===== config.mk =====
export PLATFORM = sky130hd
export DESIGN_NAME = ones_mod4_tracker
export DESIGN_NICKNAME = d
export VERILOG_FILES = /design/src/rtl/onesmod_pkg.sv /design/src/rtl/ones_step_ctrl.sv /design/src/rtl/ones_residue_dp.sv /design/src/rtl/ones_mod4_tracker.sv
export SDC_FILE = /design/constraint.sdc
export NUM_CORES = 1
export LEC_CHECK = 0
export BUFFER_PORTS_ARGS = -buffer_cell sky130_fd_sc_hd__buf_2
export CAP_MARGIN = 20
export CORE_AREA = 2 2 39 41
export CTS_CLUSTER_DIAMETER = 30
export DETAILED_ROUTE_END_ITERATION = 8
export DIE_AREA = 0 0 41 43
export PLACE_DENSITY = 0.3
export SLEW_MARGIN = 20
export SYNTH_ARGS = -nofsm -noshare
export SYNTH_HDL_FRONTEND = slang
export SYNTH_SLANG_ARGS = --single-unit

===== constraint.sdc =====
create_clock -name clk -period 3.7 [get_ports clk]
set_clock_uncertainty 0.2 [all_clocks]
set_input_delay 0 -clock clk [delete_from_list [all_inputs] [get_ports clk]]
set_output_delay 0 -clock clk [all_outputs]
set_load 0.05 [all_outputs]

===== src/rtl/onesmod_pkg.sv =====
package onesmod_pkg;

  // number of serial lanes summed each cycle
  localparam int unsigned LANE_COUNT = 2;
  // residue register width; residue is kept modulo 2**RES_BITS
  localparam int unsigned RES_BITS   = 2;
  // width needed to hold a per-cycle count of 0..LANE_COUNT
  localparam int unsigned CNT_BITS   = $clog2(LANE_COUNT + 1);

  typedef logic [RES_BITS-1:0] resCode_t;

  // strobes from control to datapath
  typedef struct packed {
    logic                hold;       // no lane high this cycle
    logic [CNT_BITS-1:0] stepCount;  // number of high lanes
  } stepCtl_t;

  function automatic resCode_t binToGray(input resCode_t b);
    return b ^ (b >> 1);
  endfunction

  function automatic resCode_t grayToBin(input resCode_t g);
    resCode_t b;
    b[RES_BITS-1] = g[RES_BITS-1];
    for (int i = int'(RES_BITS) - 2; i >= 0; i--) begin
      b[i] = b[i+1] ^ g[i];
    end
    return b;
  endfunction

endpackage


===== src/rtl/ones_step_ctrl.sv =====
module ones_step_ctrl
  import onesmod_pkg::*;
(
  input  logic [LANE_COUNT-1:0] laneBits,
  output stepCtl_t              ctl
);

  logic [CNT_BITS-1:0] highCount;

  always_comb begin
    highCount = '0;
    for (int i = 0; i < int'(LANE_COUNT); i++) begin
      highCount = highCount + CNT_BITS'(laneBits[i]);
    end
  end

  always_comb begin
    ctl.stepCount = highCount;
    ctl.hold      = (highCount == '0);
  end

endmodule


===== src/rtl/ones_residue_dp.sv =====
module ones_residue_dp
  import onesmod_pkg::*;
(
  input  logic     clk,
  input  logic     rst,
  input  stepCtl_t ctl,
  output logic     zeroFlag
);

  resCode_t stateQ;
  resCode_t stateD;
  resCode_t residueNow;
  resCode_t residueNext;

  always_comb begin
    residueNow  = grayToBin(stateQ);
    residueNext = residueNow + RES_BITS'(ctl.stepCount);
    if (ctl.hold) stateD = stateQ;
    else          stateD = binToGray(residueNext);
  end

  always_ff @(posedge clk) begin
    if (rst) stateQ <= '0;
    else     stateQ <= stateD;
  end

  assign zeroFlag = ~|stateQ;

  // checker support: marks that a reset has been seen
  logic seenRst;
  always_ff @(posedge clk) begin
    if (rst)           seenRst <= 1'b1;
    else if (!seenRst) seenRst <= 1'b0;
  end


  reset_clears_chk: assert property (@(posedge clk) disable iff (rst)
    (seenRst && $past(rst)) |-> (stateQ == '0));


  idle_hold_chk: assert property (@(posedge clk) disable iff (rst)
    (seenRst && !$past(rst) && $past(ctl.stepCount) == '0) |-> $stable(stateQ));


  single_step_chk: assert property (@(posedge clk) disable iff (rst)
    (seenRst && !$past(rst) && $past(ctl.stepCount) == CNT_BITS'(1))
      |-> ($countones(stateQ ^ $past(stateQ)) == 1));


  double_step_chk: assert property (@(posedge clk) disable iff (rst)
    (seenRst && !$past(rst) && $past(ctl.stepCount) == CNT_BITS'(2))
      |-> (grayToBin(stateQ) == resCode_t'(grayToBin($past(stateQ)) + 2'd2)));

endmodule


===== src/rtl/ones_mod4_tracker.sv =====
module ones_mod4_tracker
  import onesmod_pkg::*;
(
  input  logic clk,
  input  logic rst,
  input  logic bitA,
  input  logic bitB,
  output logic multipleOfFour
);

  stepCtl_t stepCtl;

  ones_step_ctrl ctrl_i (
    .laneBits ({bitB, bitA}),
    .ctl      (stepCtl)
  );

  ones_residue_dp dp_i (
    .clk      (clk),
    .rst      (rst),
    .ctl      (stepCtl),
    .zeroFlag (multipleOfFour)
  );

endmodule


Word-level counts from Yosys, hierarchy flattened

Index checks and enable logic that the tools add are counted.
W data, S select, Z words.

Flip-flop bits (word level): 2
Input bits: 4

Add/subtract/negate cells: 2
Bitwise gates (word level): 2
Reduce and logical (&&, ||, !) cells: 3

Operator list:

| operator         | count |
|---|---|
| $add A1 B1 Y2    | 1 |
| $add A2 B2 Y2    | 1 |
| $logic_not A2 Y1 | 1 |
| $reduce_or A2 Y1 | 1 |
| $xor A2 B1 Y2    | 1 |
| $logic_not A1 Y1 | 1 |
| $xor A1 B1 Y1    | 1 |

Depth between registers and ports, before layout

Gate-level depths: netlist of the first run.

Depth after elaboration: 3
Gate-level depth with buffers: 6

Modules after synthesis

Synthesis of the first run repeated with hierarchy kept, for this count alone.

Cell total of the unflattened synthesis: 18
Area, all modules: 160.2 um^2

Modules (own cells, without submodules):

| module          | instances | cells each | area an instance (um^2) |
|---|---|---|---|
| ones_residue_dp | 1         | 14         | 127.6 |
| ones_step_ctrl  | 1         | 4          | 32.5 |

Worst setup path after synthesis of the first run

OpenSTA, ideal clock, no wires.

Path type: register to register
From: reg dp_i.stateQ[1]
To: reg dp_i.stateQ[1]
Setup time: 70 ps
Arrival time: 1,425 ps
Required time: 3,430 ps
Setup slack: 2,005 ps
Cell stages (with the launch flop): 7
Path through: dfxtp_1 > inv_1 > ha_1 > ha_1 > xnor2_1 > or3_1 > a21oi_1

Word-level cells in the longest chain between the ends: 3

Ends and longest elaborated chain:

| what                     | line                  | source |
|---|---|---|
| start: declaration       | ones_residue_dp.sv:10 | `resCode_t stateQ;` |
| start signal: assignment | ones_residue_dp.sv:24 | `else stateQ <= stateD;` |
| $xor A1 B1 Y1            | onesmod_pkg.sv:26     | `b[i] = b[i+1] ^ g[i];` |
| $add A2 B2 Y2 *          | ones_residue_dp.sv:17 | `residueNext = residueNow + RES_BITS'(ctl.stepCount);` |
| $xor A2 B1 Y2 *          | onesmod_pkg.sv:19     | `return b ^ (b >> 1);` |

Every way passes the cells marked *; elsewhere a longest branch is shown, timed or not.
A chain may end at the register's enable or synchronous reset.

Worst setup path after layout of the first run

Same ends and word-level chain as after synthesis.

==> reports/qor.yml, run 1 <==
floorplanning:
  ios: 5
  row_count: 14
  core_region_area_sq_um: 1380
  fp.dieW_microns: 41
  start_util: 0.116
  die_area_sq_um: 1760
  fp.dieH_microns: 43
sta:
  final-hold-violation-count: 0
  fin_crit_ns: 1.80
  finalCritPeriodShare: 0.487
  slew_violations: 0
  hold_ws_ns: 0.0840
  setup-violations-final: 0
  rsz0062_at_grt: "no"
  tightest_slew_ns: 0.244
  finalSetupTns_ns: 0
  max_freq_ghz: 0.556
  relSlewSlack: 0.836
place:
  port_buffers: 4
  place_congestion: 0.531
  numPlacedInstances: 38
  dpl.hpwl_microns: 205
logic_synthesis:
  synth_cell_type_count: 9
  yosysSeqAreaShare: 0.250
  syn_inst: 18
  yosysWarnings: 0
  synth_area_sq_um: 160
  ys_ff_latch: 2
  syn_avg_cell_area_sq_um: 8.90
  syn-num-nets: 26
clocking:
  cts.sinks: 2
  clk_transition_reported_paths_ns: 0.03
  root_buffer: "clkbuf_4"
  numCtsBuffers: 3
  cts_resized: 0
  ctsHoldBuffers: 1
  cts_tree: "yes"
  cts_setup_buffers: 0
  htreeDepth: 1
  clockBufferDepth: 2
  insertion_delay_ns: 0.22
worst_setup_path:
  worstPathRequired_ns: 3.65
  path_max_fanout: 4
  cp-end-kind: "flip-flop"
  regToRegSetupSlack_ns: 1.90
  cp_slowest_stage_delay_ns: 0.36
  crit_chain: "inv_1 -> ha_1 -> ha_1 -> xnor2_1 -> or3_1 -> a21oi_1"
  slowest_stage: "dfxtp_1"
  path_class: "flip-flop to flip-flop"
  critPathTopFamily: "adder cells"
  arrival_ns: 1.75
  cp_num_buf_inv: 1
  crit_path_frequent_cell: "ha_1"
  start_kind: "flip-flop"
pwr:
  clockPowerShare: 0.270
  ir_drop_mv: 0.111
  p_per_area_nw_per_um2: 751
  leakagePower_nw: 0.113
  combinationalPowerShare: 0.537
  p_seq_frac: 0.193
  intPower_mw: 0.105
  p_sw_mw: 0.0703
  total_power_mw: 0.175
  switching_share: 0.402
drt:
  drtAntennaViolNets: 0
  vias: 126
  totalWireLength_microns: 264
  detail_route.drc_violations: 0
  first_pass_iters: 1
  drtIter0Drc: 0
  wl_per_cell_microns: 6.29
  routed_via_density: 3.00
status:
  status: "completed"
final_layout:
  stdcell_count: 42
  n_antenna_cell: 0
  drive_gt1_frac: 0.269
  top_regs: "dp_i.stateQ: 2 flops"
  area_growth_pct: 45.3
  layout_common_cells: "4 x inv_1, 4 x ha_1, 4 x buf_2, 3 x clkbuf_4"
  largest_register_ffs: 2
  fill_cells: 153
  nets: 36
  top_register: "dp_i.stateQ"
run:
  drv_cap: 0
global_routing:
  grt_pass1_vias: 134
  grt_max_degree: 5
  grt-ovfl-total: 0
  grtUsageTotal: 0.0420
  grt_pass1_wl_microns: 483
  antenna_found_initial: 0
min_path:
  hold_path.class: "primary input to flip-flop"
[worst min-delay path: stages]
cell	delay [ns]
buf_2	0.10
inv_1	0.05
ha_1	0.19
o21a_1	0.13
[per-stage QoR]
stage	setup WS [ns]	util	instance area (sq um)
after CTS	1.89	0.168	233
after floorplan	2.01	-	160
after global routing	1.78	0.168	233
after global placement	1.91	0.145	200
after detailed placement	1.91	0.145	200
final	1.90	0.168	233
[synth_stat cells]
cell	number	area [sq um]
or3_1	1	6.26
o21a_1	1	7.51
xor2_1	1	8.76
xnor2_1	2	17.5
o21ai_0	1	5.00
inv_1	4	15.0
dfxtp_1	2	40.0
a21oi_1	2	10.0
ha_1	4	50.1
[path summary, 6_finish.rpt]
path,start,endpoint,cells past startpoint
min,bitB,dp_i.stateQ[0]$_SDFFE_PP0P_,4
max reg2reg,dp_i.stateQ[1]$_SDFFE_PP0P_,dp_i.stateQ[1]$_SDFFE_PP0P_,6
max,dp_i.stateQ[1]$_SDFFE_PP0P_,dp_i.stateQ[1]$_SDFFE_PP0P_,6
min reg2reg,dp_i.stateQ[1]$_SDFFE_PP0P_,dp_i.stateQ[1]$_SDFFE_PP0P_,2
[cells by family (layout without fill, tap and decap cells)]
group / after synthesis / after routing / share of synthesized area
buf+inv: 4 / 12 / 0.0937
flops: 2 / 2 / 0.250
xor+xnor: 3 / 3 / 0.164
simple gates: 1 / 1 / 0.0391
fa+ha+maj: 4 / 4 / 0.313
compound gates: 4 / 4 / 0.141
[routing by layer]
layer	up-vias	global-route usage	wire, microns
li1	75	-	-
met1	46	0.0637	161
met2	5	0.0406	75
met3	0	0.0157	27
met4	0	0.0400	0
met5	-	0	0
[power by group through the flow]
stage | Combinational [mW] | Sequential [mW] | Clock, mW
finish | 0.0939 | 0.0337 | 0.0473
detailed placement | 0.0923 | 0.0337 | 0
CTS | 0.0941 | 0.0339 | 0.0508
floorplan | 0.0806 | 0.0329 | 0
global route | 0.106 | 0.0346 | 0.0518
global placement | 0.0921 | 0.0342 | 0
[layout make-up]
type	instances	area (sq um)	area share
clock buffer	3	22.5	0.0968
sequential	2	40.0	0.172
multi-input combinational	12	105	0.452
tap	16	20.0	0.0860
timing repair buffer	5	30.0	0.129
inverter	4	15.0	0.0645
No activity file was read; power rests on OpenSTA's default activity.
==> run 2, diff against run 1 <==
==> constraint.sdc (replaced) <==
create_clock -name clk -period 1.76 [get_ports clk]
set_clock_uncertainty 0.2 [all_clocks]
set_input_delay 0 -clock clk [delete_from_list [all_inputs] [get_ports clk]]
set_output_delay 0 -clock clk [all_outputs]
set_load 0.05 [all_outputs]
==> reports/qor.yml, run 2 (synthesized netlist as in run 1, its figures left out) <==
status:
  status: "completed"
sta:
  final-hold-violation-count: 0
  relSlewSlack: 0.834
  slew_violations: 0
  tightest_slew_ns: 0.251
  max_freq_ghz: 0.591
  finalSetupTns_ns: 0
  fin_crit_ns: 1.69
  setup-violations-final: 0
  finalCritPeriodShare: 0.962
run:
  drv_cap: 0
global_routing:
  grt-ovfl-total: 0
  grt_max_degree: 5
  antenna_found_initial: 0
  grtUsageTotal: 0.0470
  grt_pass1_wl_microns: 503
  grt_pass1_vias: 137
final_layout:
  area_growth_pct: 61.7
  nets: 37
  drive_gt1_frac: 0.444
  layout_common_cells: "4 x inv_1, 4 x buf_2, 3 x ha_1, 3 x clkbuf_4, 2 x a21oi_1"
  stdcell_count: 43
  top_regs: "dp_i.stateQ: 2 flops"
  top_register: "dp_i.stateQ"
  n_antenna_cell: 0
  largest_register_ffs: 2
clocking:
  htreeDepth: 1
  clockBufferDepth: 2
  root_buffer: "clkbuf_4"
  insertion_delay_ns: 0.22
  cts_tree: "yes"
  cts.sinks: 2
  clk_transition_reported_paths_ns: 0.03
  numCtsBuffers: 3
pwr:
  p_per_area_nw_per_um2: 1570
  ir_drop_mv: 0.345
  leakagePower_nw: 0.121
place:
  dpl.hpwl_microns: 214
  port_buffers: 4
  numPlacedInstances: 39
  place_congestion: 0.485
worst_setup_path:
  worstReg2RegStart: "dp_i.stateQ[1]$_SDFFE_PP0P_"
  path_max_fanout: 3
  start_kind: "flip-flop"
  worstPathRequired_ns: 1.71
  regToRegSetupSlack_ns: 0.07
  crit_end: "dp_i.stateQ[1]$_SDFFE_PP0P_"
  cp_slowest_stage_delay_ns: 0.32
  slowest_stage: "dfxtp_2"
  crit_chain: "inv_1 -> ha_1 -> ha_2 -> xnor2_2 -> or3_1 -> a21oi_1"
  reg2reg_to: "dp_i.stateQ[1]$_SDFFE_PP0P_"
  critPathLaunch: "dp_i.stateQ[1]$_SDFFE_PP0P_"
  cp-end-kind: "flip-flop"
  rr_worst_depth: 6
  path_class: "flip-flop to flip-flop"
  arrival_ns: 1.64
drt:
  drtAntennaViolNets: 0
  totalWireLength_microns: 281
  wl_per_cell_microns: 6.53
  routed_via_density: 3.26
  detail_route.drc_violations: 0
  vias: 140
  drtIter0Drc: 0
  first_pass_iters: 1
floorplanning:
  row_count: 14
  fp.dieH_microns: 43
  die_area_sq_um: 1760
  fp.dieW_microns: 41
  core_region_area_sq_um: 1380
  start_util: 0.116
  ios: 5
min_path:
  hold_path.class: "primary input to flip-flop"
## run 2: changes by cell type in the layout (fill, tap and decap cells not counted), sizes merged
| cell | delta |
|---|---|
| buf | +1 |
## run 2: worst min path at each step
stage	depth (start not counted)	endpoint	from	slack [ns]
3_5_place_dp	2	dp_i.stateQ[1]$_SDFFE_PP0P_	rst	-0.02
5_1_grt	4	dp_i.stateQ[0]$_SDFFE_PP0P_	bitB	0.14
6_report	4	dp_i.stateQ[0]$_SDFFE_PP0P_	bitB	0.08
4_1_cts	4	dp_i.stateQ[0]$_SDFFE_PP0P_	bitB	0.08
2_1_floorplan	1	dp_i.stateQ[1]$_SDFFE_PP0P_	rst	-0.13
3_3_place_gp	2	dp_i.stateQ[1]$_SDFFE_PP0P_	rst	-0.02
## run 2: through the flow
stage,setup WS (ns),utilization,hold WS [ns],instance area (sq um),power (mW)
after floorplan,0.0652,-,-0.131,160,0.238
after global placement,0.0453,0.150,-0.0203,208,0.271
after detailed placement,0.0367,0.150,-0.0225,208,0.272
after CTS,0.0224,0.174,0.0804,240,0.385
after global routing,-0.000719,0.187,0.144,259,0.451
final,0.0677,0.187,0.0846,259,0.408
## run 2: layer usage
metal | wire, microns | vias up | track usage
met5 | 0 | - | 0
met4 | 0 | 0 | 0.0800
met3 | 16 | 0 | 0
met2 | 113 | 5 | 0.0500
met1 | 151 | 60 | 0.0605
li1 | - | 75 | -
## run 2: final cells by class
class,count,area (sq um)
Multi-Input combinational cell,12,123
Fill cell,158,1120
Tap cell,16,20.0
Timing Repair Buffer,6,37.5
Sequential cell,2,41.3
Clock buffer,3,22.5
Inverter,4,15.0
## run 2: what timing repair did
action                                 in CTS  in global routing
setup endpoints to repair                   0                  2
endpoints found under the hold margin       2                  0
resized for setup                           0                  4
setup buffers                               0                  0
hold buffers                                1                  0
## run 2: power by group
group / internal (mW) / leakage, nW / switching (mW)
Sequential: 0.0632 / 0.0169 / 0.00571
Clock: 0.0753 / 0.0138 / 0.0262
Combinational: 0.110 / 0.0904 / 0.128
Total: 0.248 / 0.121 / 0.160
## run 2: critical path: cells and delay by family (launching register included)
family,cells,cell delay [ns]
adders and majority gates,2,0.47
and+or+nand+nor,1,0.30
buffers and inverters,1,0.04
DFF,1,0.32
xor gates and xnor gates,1,0.15
AOI/OAI and AO/OA,1,0.13
==> run 3, diff against run 2 <==
--- a/config.mk
+++ b/config.mk
@@ -8,6 +8,7 @@
 export BUFFER_PORTS_ARGS = -buffer_cell sky130_fd_sc_hd__buf_2
 export CAP_MARGIN = 20
 export CORE_AREA = 2 2 39 41
+export CTS_BUF_LIST = sky130_fd_sc_hd__clkbuf_16
 export CTS_CLUSTER_DIAMETER = 30
 export DETAILED_ROUTE_END_ITERATION = 8
 export DIE_AREA = 0 0 41 43
==> reports/qor.yml, run 3 (synthesized netlist as in run 1, its figures left out) <==
worst_setup_path:
  crit_path_frequent_cell: "ha_4"
  cp_slowest_stage_delay_ns: 0.32
  worstPathRequired_ns: 1.71
  start_kind: "flip-flop"
  arrival_ns: 1.61
  slowest_stage: "dfxtp_1"
  critPathLaunch: "dp_i.stateQ[1]$_SDFFE_PP0P_"
  path_class: "flip-flop to flip-flop"
  crit_chain: "inv_1 -> ha_4 -> ha_4 -> xnor2_2 -> or3_1 -> a21oi_1"
  worstReg2RegStart: "dp_i.stateQ[1]$_SDFFE_PP0P_"
  cp-end-kind: "flip-flop"
  path_max_fanout: 3
final_layout:
  n_antenna_cell: 0
  drive_gt1_frac: 0.444
  layout_common_cells: "4 x inv_1, 4 x buf_2, 3 x clkbuf_16"
  top_regs: "dp_i.stateQ: 2 flops"
  nets: 37
  fill_cells: 153
  largest_register_ffs: 2
  area_growth_pct: 108
  top_register: "dp_i.stateQ"
  final_cell_area_sq_um: 333
clocking:
  cts.sinks: 2
  clk_transition_reported_paths_ns: 0.03
  numCtsBuffers: 3
  root_buffer: "clkbuf_16"
  cts_tree: "yes"
  insertion_delay_ns: 0.22
  cts_setup_buffers: 0
  clockBufferDepth: 2
  htreeDepth: 1
place:
  place_congestion: 0.485
  dpl.hpwl_microns: 214
  port_buffers: 4
  placed_cell_area_sq_um: 208
global_routing:
  antenna_found_initial: 0
  grt_pass1_wl_microns: 503
  grt_pass1_vias: 137
  grt-ovfl-total: 0
  grtUsageTotal: 0.0470
  grt_max_degree: 5
sta:
  tightest_slew_ns: 0.249
  relSlewSlack: 0.835
  max_freq_ghz: 0.605
  rsz0062_at_grt: "no"
  final-hold-violation-count: 0
  finalSetupTns_ns: 0
  setup-violations-final: 0
  slew_violations: 0
  finalCritPeriodShare: 0.940
  fin_crit_ns: 1.65
floorplanning:
  die_area_sq_um: 1760
  fp.dieW_microns: 41
  core_region_area_sq_um: 1380
  ios: 5
  fp.dieH_microns: 43
  row_count: 14
  start_util: 0.116
drt:
  routed_via_density: 3.30
  totalWireLength_microns: 345
  drtAntennaViolNets: 0
  drtIter0Drc: 0
  detail_route.drc_violations: 0
  vias: 142
  wl_per_cell_microns: 8.02
  first_pass_iters: 1
min_path:
  min_from: "bitB"
  hold_path.class: "primary input to flip-flop"
pwr:
  leakagePower_nw: 0.146
  ir_drop_mv: 0.326
  p_per_area_nw_per_um2: 2080
  total_power_mw: 0.693
run:
  drv_cap: 0
status:
  status: "completed"
[run 3: cell counts in the layout (fill, tap and decap cells not counted)]
Identical to the previous run, type by type.
[run 3: worst max-delay path: cells and delay by family, from the launching register on]
kind            cells  cell delay, ns
fa+ha+maj           2            0.40
xor+xnor            1            0.14
buf+inv             1            0.08
flops               1            0.32
simple gates        1            0.30
compound gates      1            0.13
[run 3: path summary, 6_finish.rpt]
check	endpoint	slack, ns	cells after the start
setup / recovery	dp_i.stateQ[1]$_SDFFE_PP0P_	0.11	6
hold reg to reg	dp_i.stateQ[0]$_SDFFE_PP0P_	0.40	3
setup reg to reg	dp_i.stateQ[1]$_SDFFE_PP0P_	0.11	6
hold / removal	dp_i.stateQ[0]$_SDFFE_PP0P_	0.09	4
[run 3: metal layers]
layer | vias up | global-route usage | part of all wire | routed length [microns]
met3 | 0 | 0 | 0.052 | 18
met5 | - | 0 | 0 | 0
met4 | 0 | 0.0800 | 0 | 0
met1 | 62 | 0.0605 | 0.51 | 176
met2 | 5 | 0.0500 | 0.43 | 149
li1 | 75 | - | - | -
[run 3: what timing repair did]
action,in CTS,in global routing
endpoints found under the hold margin,2,0
hold buffers,1,0
setup endpoints to repair,0,2
gates resized for setup,0,5
[run 3: metrics by stage]
step                instances  hold WS, ns  setup WS, ns   util
CTS                        43       0.0928        0.0230  0.212
floorplan                  18       -0.131        0.0652      -
detailed placement         39      -0.0225        0.0367  0.150
global route               43        0.158        0.0515  0.241
global placement           39      -0.0203        0.0453  0.150
finish                     43       0.0884         0.106  0.241
[run 3: final cells by class]
class | instances | area, sq um | share of cell area
clock buffers | 3 | 75.1 | 0.226
repair buffers | 6 | 37.5 | 0.113
well taps | 16 | 20.0 | 0.0602
flip-flops and latches | 2 | 40.0 | 0.120
multi-input cells | 12 | 145 | 0.436
inverters | 4 | 15.0 | 0.0451
[run 3: power breakdown]
group / leakage [nW] / switching [mW] / internal [mW]
registers: 0.0166 / 0.00579 / 0.0619
logic: 0.0928 / 0.144 / 0.139
clock network: 0.0370 / 0.0527 / 0.289
